`src/rtl/sbw_pkg.sv`:
```
package sbw_pkg;

   typedef enum logic {
      SBW_MODE_BYTES = 1'b0,
      SBW_MODE_WORD  = 1'b1
   } sbw_mode_e;

   function automatic int sbw_ceil_div(input int num, input int den);
      return (num + den - 1) / den;
   endfunction

endpackage

```
`src/rtl/sbw_seq.sv`:
```
module sbw_seq #(
   parameter int CYC_CLKS = 3,
   parameter int LANES    = 3,
   localparam int PH_W    = $clog2(CYC_CLKS),
   localparam int BT_W    = $clog2(LANES)
) (
   input  logic            clk,
   input  logic            rst_n,
   input  logic            start,
   input  logic            word_mode,
   output logic            active,
   output logic [BT_W-1:0] beat,
   output logic            last_phase,
   output logic            finish,
   output logic            strobe_win
);

   logic [PH_W-1:0] phase;
   logic [BT_W-1:0] last_beat;

   assign last_beat  = word_mode ? '0 : BT_W'(LANES - 1);
   assign last_phase = active && (phase == PH_W'(CYC_CLKS - 1));
   assign finish     = last_phase && (beat == last_beat);
   assign strobe_win = active && (phase != '0) && (phase != PH_W'(CYC_CLKS - 1));

   always_ff @(posedge clk) begin
      if (!rst_n) begin
         active <= 1'b0;
         phase  <= '0;
         beat   <= '0;
      end else if (!active) begin
         if (start) begin
            active <= 1'b1;
            phase  <= '0;
            beat   <= '0;
         end
      end else if (last_phase) begin
         phase <= '0;
         if (beat == last_beat) begin
            active <= 1'b0;
            beat   <= '0;
         end else begin
            beat <= beat + 1'b1;
         end
      end else begin
         phase <= phase + 1'b1;
      end
   end

endmodule

```
`src/rtl/sbw_hold.sv`:
```
module sbw_hold #(
   parameter int DATA_W = 20,
   parameter int BYTE_W = 8,
   parameter int LANES  = 3,
   localparam int BT_W  = $clog2(LANES)
) (
   input  logic              clk,
   input  logic              rst_n,
   input  logic              load,
   input  logic [DATA_W-1:0] wdata,
   input  logic              capture,
   input  logic              word_mode,
   input  logic [BT_W-1:0]   beat,
   input  logic [DATA_W-1:0] rd_bus,
   output logic [DATA_W-1:0] hold,
   output logic [DATA_W-1:0] drive
);

   logic [BYTE_W-1:0] lane_pad [LANES];

   for (genvar l = 0; l < LANES; l++) begin : g_lane
      localparam int LO = l * BYTE_W;
      localparam int HI = ((LO + BYTE_W) > DATA_W) ? DATA_W : (LO + BYTE_W);
      localparam int LW = HI - LO;

      logic [LW-1:0] lane_q;

      always_ff @(posedge clk) begin
         if (!rst_n) begin
            lane_q <= '0;
         end else if (load) begin
            lane_q <= wdata[HI-1:LO];
         end else if (capture) begin
            if (word_mode)
               lane_q <= rd_bus[HI-1:LO];
            else if (beat == BT_W'(l))
               lane_q <= rd_bus[LW-1:0];
         end
      end

      assign hold[HI-1:LO] = lane_q;
      assign lane_pad[l]   = BYTE_W'(lane_q);
   end

   always_comb begin
      if (word_mode)
         drive = hold;
      else
         drive = DATA_W'(lane_pad[beat]);
   end

endmodule

```
`src/rtl/sram_byteword_ctrl.sv`:
```
module sram_byteword_ctrl #(
   parameter int ADDR_W   = 16,
   parameter int DATA_W   = 20,
   parameter int BYTE_W   = 8,
   parameter int CYC_CLKS = 3
) (
   input  logic              clk,
   input  logic              rst_n,
   input  logic              req,
   input  logic              req_write,
   input  logic              req_word,
   input  logic [ADDR_W-1:0] req_addr,
   input  logic [DATA_W-1:0] req_wdata,
   output logic              busy,
   output logic              done,
   output logic [DATA_W-1:0] rdata,
   output logic [ADDR_W-1:0] mem_addr,
   output logic              mem_cs_n,
   output logic              mem_we_n,
   output logic [DATA_W-1:0] mem_dq_out,
   output logic              mem_dq_oe,
   input  logic [DATA_W-1:0] mem_dq_in
);

   localparam int LANES = sbw_pkg::sbw_ceil_div(DATA_W, BYTE_W);
   localparam int BT_W  = $clog2(LANES);

   if (CYC_CLKS < 3) begin : g_bad_cyc
      $error("CYC_CLKS must be at least 3 to frame the write strobe");
   end
   if (LANES < 2) begin : g_bad_lanes
      $error("DATA_W must exceed BYTE_W");
   end
   if (LANES > (1 << ADDR_W)) begin : g_bad_addr
      $error("ADDR_W too small for the lane count");
   end

   logic              active;
   logic [BT_W-1:0]   beat;
   logic              last_phase;
   logic              finish;
   logic              strobe_win;
   logic              accept;
   logic              wr_q;
   sbw_pkg::sbw_mode_e mode_q;
   logic [ADDR_W-1:0] base_q;
   logic [DATA_W-1:0] hold;
   logic              done_q;

   assign accept = req && !active;

   always_ff @(posedge clk) begin
      if (!rst_n) begin
         wr_q   <= 1'b0;
         mode_q <= sbw_pkg::SBW_MODE_BYTES;
         base_q <= '0;
         done_q <= 1'b0;
      end else begin
         done_q <= finish;
         if (accept) begin
            wr_q   <= req_write;
            mode_q <= req_word ? sbw_pkg::SBW_MODE_WORD : sbw_pkg::SBW_MODE_BYTES;
            base_q <= req_addr;
         end
      end
   end

   sbw_seq #(
      .CYC_CLKS (CYC_CLKS),
      .LANES    (LANES)
   ) u_seq (
      .clk        (clk),
      .rst_n      (rst_n),
      .start      (accept),
      .word_mode  (mode_q == sbw_pkg::SBW_MODE_WORD),
      .active     (active),
      .beat       (beat),
      .last_phase (last_phase),
      .finish     (finish),
      .strobe_win (strobe_win)
   );

   sbw_hold #(
      .DATA_W (DATA_W),
      .BYTE_W (BYTE_W),
      .LANES  (LANES)
   ) u_hold (
      .clk       (clk),
      .rst_n     (rst_n),
      .load      (accept),
      .wdata     (req_wdata),
      .capture   (last_phase && !wr_q),
      .word_mode (mode_q == sbw_pkg::SBW_MODE_WORD),
      .beat      (beat),
      .rd_bus    (mem_dq_in),
      .hold      (hold),
      .drive     (mem_dq_out)
   );

   assign busy      = active;
   assign done      = done_q;
   assign rdata     = hold;
   assign mem_addr  = base_q + ADDR_W'(beat);
   assign mem_cs_n  = !active;
   assign mem_we_n  = !(strobe_win && wr_q);
   assign mem_dq_oe = active && wr_q;

endmodule

```
`config.mk`:
```
export PLATFORM = sky130hd
export DESIGN_NAME = sram_byteword_ctrl
export DESIGN_NICKNAME = d
export VERILOG_FILES = /design/src/rtl/sbw_pkg.sv /design/src/rtl/sbw_seq.sv /design/src/rtl/sbw_hold.sv /design/src/rtl/sram_byteword_ctrl.sv
export SDC_FILE = /design/constraint.sdc
export NUM_CORES = 1
export LEC_CHECK = 0
export ABC_AREA = 1
export CAP_MARGIN = 0
export CORE_MARGIN = 4
export CORE_UTILIZATION = 46
export CTS_CLUSTER_SIZE = 40
export DETAILED_ROUTE_END_ITERATION = 10
export GPL_ROUTABILITY_DRIVEN = 1
export HOLD_SLACK_MARGIN = 0.1
export PLACE_DENSITY = 0.94
export SLEW_MARGIN = 10
export SYNTH_ARGS = -nofsm -noshare
export SYNTH_HDL_FRONTEND = slang
export SYNTH_SLANG_ARGS = --single-unit
```
`constraint.sdc`:
```
create_clock -name clk -period 4.1 [get_ports clk]
set_input_delay 0.82 -clock clk [delete_from_list [all_inputs] [get_ports clk]]
set_output_delay 0.82 -clock clk [all_outputs]
set_load 0.01 [all_outputs]
```
==> impl_metrics.json <==
{
  "status": "complete, no violations",
  "crit_arrival_ps": 2800,
  "nets": 645,
  "syn_area_per_cell_um2": 6.036,
  "postCtsSetupRepairBufs": 0,
  "synth_ff_type": "dfxtp_1",
  "p_switching_uw": 338.5,
  "cts-root-buf": "clkbuf_8",
  "seq_power_share": 0.428,
  "cts_max_level": 2,
  "clk_latency_ps": 290,
  "switching_share": 0.2937,
  "dieArea_mm2": 0.007430,
  "cts_tree": "done",
  "drc_errors": 0,
  "die_w_um": 86.20,
  "num_vias": 3209,
  "p_total_uw": 1153,
  "syn_area_mm2": 0.002813,
  "hp-class": "flop to flop",
  "synth.top_cell.area_share": 0.3132,
  "die_h_um": 86.20,
  "path_delay_family": "adder cells",
  "place.gp.congestion": 0.9050,
  "rows": 28,
  "finalSetupViolCount": 0,
  "synth-seq-area-share": 0.3132,
  "ctsResizeCount": 0,
  "p_leak_uw": 0.001915,
  "fin_crit_sh": 0.8819,
  "cts_buffers": 5,
  "yosysMostFrequentCell": "nand2_1",
  "first_global_vias": 2906,
  "antenna_left": 0,
  "rsz0062_at_grt": "false",
  "end_kind": "output port",
  "synth_area_leaders": "dfxtp_1 (31%), nand2_1 (22%), nor2_1 (9.7%)",
  "nFillCells": 507,
  "ys_async_sr_fraction": 0,
  "synth_fp_nets": 533,
  "drv_slew": 0,
  "setup_tns_ps": 0,
  "tightest_slew_ps": 761.8,
  "hold_viol": 0,
  "pre_cts_ws_ps": 804.8,
  "ys_top_cells_by_count": "nand2_1 (164), nor2_1 (73), inv_1 (57), dfxtp_1 (44), o21ai_0 (25)",
  "path_cells": "ha_1, inv_1, fa_1, nand3b_1, nor2_1, nand2_1, xor2_1, clkdlybuf4s50_1",
  "cts.sinks": 44,
  "timing.fmax_mhz": 276.6,
  "clk_path_buf_depth": 2,
  "wl_per_cell_um": 13.13,
  "grt-ovfl-total": 0,
  "fin_ws_ps": 484.2,
  "antenna_found_initial": 0,
  "dr.pass1.iters": 4,
  "drtIter0Drc": 215,
  "whs_ps": 483.9,
  "cellInternalPower_uw": 814.0,
  "grt_pass1_wl_um": 13480,
  "drive_gt1_frac": 0.03454,
  "fin_crit_ps": 3616,
  "slew_headroom": 0.4906,
  "regArea_um2": 880.8,
  "port_buffers": 121,
  "ir_drop_v": 0.0002326,
  "crit_path_start_kind": "flop",
  "ys_ff_latch": 44,
  "hold_buffers": 0,
  "synth_top_cell_by_area": "dfxtp_1",
  "crit_fanout": 9,
  "cp_num_buf_inv": 2,
  "cts.clk_slew.worst_paths_ps": 70,
  "io_pins": 122,
  "path_class": "flop to output port",
  "grt.total_usage": 0.2223,
  "wirelength_um": 8588,
  "initial_core_util": 0.4751,
  "syn_inst": 466,
  "coreArea_mm2": 0.005921,
  "antennaDiodeCount": 0,
  "syn_to_final_growth_pct": 46.31,
  "multi_input_area_mm2": 0.001582,
  "combPwrFrac": 0.295,
  "power.density_mw_per_mm2": 280.1,
  "yosysWarnings": 0,
  "ys_types": 30,
  "grt_max_degree": 59,
  "synth_edf_count": 0,
  "skew_ps": 10.15,
  "pwr-share-clk": 0.277,
  "required_ps": 3280,
  "cp_slowest_cell": "clkdlybuf4s50_1",
  "max_stage_delay_ps": 560,
  "vias_per_cell": 4.907,
  "hpwl_um": 6611,
  "drv_cap": 0
}
-- cell families (layout without fill, tap and decap cells) --
group | count (synthesis) | in the layout | synth area share
adders and majority gates | 6 | 6 | 0.02936
and+or+nand+nor | 277 | 277 | 0.4066
xor gates and xnor gates | 9 | 9 | 0.02803
AOI/OAI and AO/OA | 52 | 52 | 0.09831
buffers and inverters | 78 | 191 | 0.1246
DFF | 44 | 44 | 0.3132
-- per-layer routing --
| layer | GRT usage | vias up | share of wire |
|---|---|---|---|
| li1 | - | 1661 | - |
| met1 | 0.2856 | 1435 | 0.42 |
| met2 | 0.3889 | 101 | 0.51 |
| met3 | 0.03137 | 12 | 0.060 |
| met4 | 0.06232 | 0 | 0.017 |
| met5 | 0 | - | 0 |
-- tightest hold or removal path: cells and delay by family (launching register included) --
kind | cells | cell delay [ps]
AO/OA/AOI/OAI | 1 | 60
buffers and inverters | 1 | 60
flip-flops | 1 | 320
-- stage by stage --
stage / area, um2 / instances / util
4_1_cts: 4115 / 654 / 0.6951
6_report: 4115 / 654 / 0.6951
5_1_grt: 4115 / 654 / 0.6951
3_5_place_dp: 4008 / 646 / 0.6769
3_3_place_gp: 4008 / 646 / 0.6769
2_1_floorplan: 2813 / 466 / -
-- registers in the layout, summed over array words and instances, names as in the netlist --
register,flops
u_seq.beat,2
mode_q,1
done,1
u_seq.phase,2
base_q,16
u_hold.g_lane.lane_q,20
wr_q,1
u_seq.active,1
-- layout by cell type, fill, tap and decap left out --
cell             count
a21o_1               1
dfxtp_1             44
a21oi_1             18
clkinv_2             1
buf_4                2
nand3_1             24
o211ai_1             1
nand3_4              2
nor3_1               5
ha_1                 5
clkdlybuf4s50_1    121
nand2_2              1
nand4_1              3
inv_2                3
nand3b_1             1
a31oi_1              4
clkbuf_1             1
nor2_1              73
a21oi_2              1
inv_1               57
clkbuf_8             5
nand2_4              1
nand2_1            164
o22ai_1              2
o21ai_0             25
fa_1                 1
bufinv_16            1
xnor2_1              1
xor2_1               8
nand3_2              3
-- worst paths after layout --
kind                                end     startpoint  cells after the start  slack [ps]
min                          base_q[15]     base_q[15]                      2         480
max reg2reg  u_hold.g_lane[2].lane_q[0]   u_seq.active                      7        2080
min reg2reg                  base_q[15]     base_q[15]                      2         480
max                        mem_addr[10]  u_seq.beat[0]                      8         480
-- final cells by class --
| cell class | instances | area share |
|---|---|---|
| Clock buffer | 6 | 0.01763 |
| Clock inverter | 2 | 0.008513 |
| Sequential cell | 44 | 0.2140 |
| Multi-Input combinational cell | 344 | 0.3843 |
| Timing Repair Buffer | 123 | 0.2980 |
| Inverter | 60 | 0.05473 |
| Tap cell | 75 | 0.02280 |
-- power by group through the flow --
stage	Sequential, uW	Clock, uW	Combinational (uW)
detailed placement	503	0	339
CTS	493	323	340
finish	493	319	340
global route	498	341	372
global placement	501	0	331
floorplan	501	0	168
(Power assumes the default switching activity.)
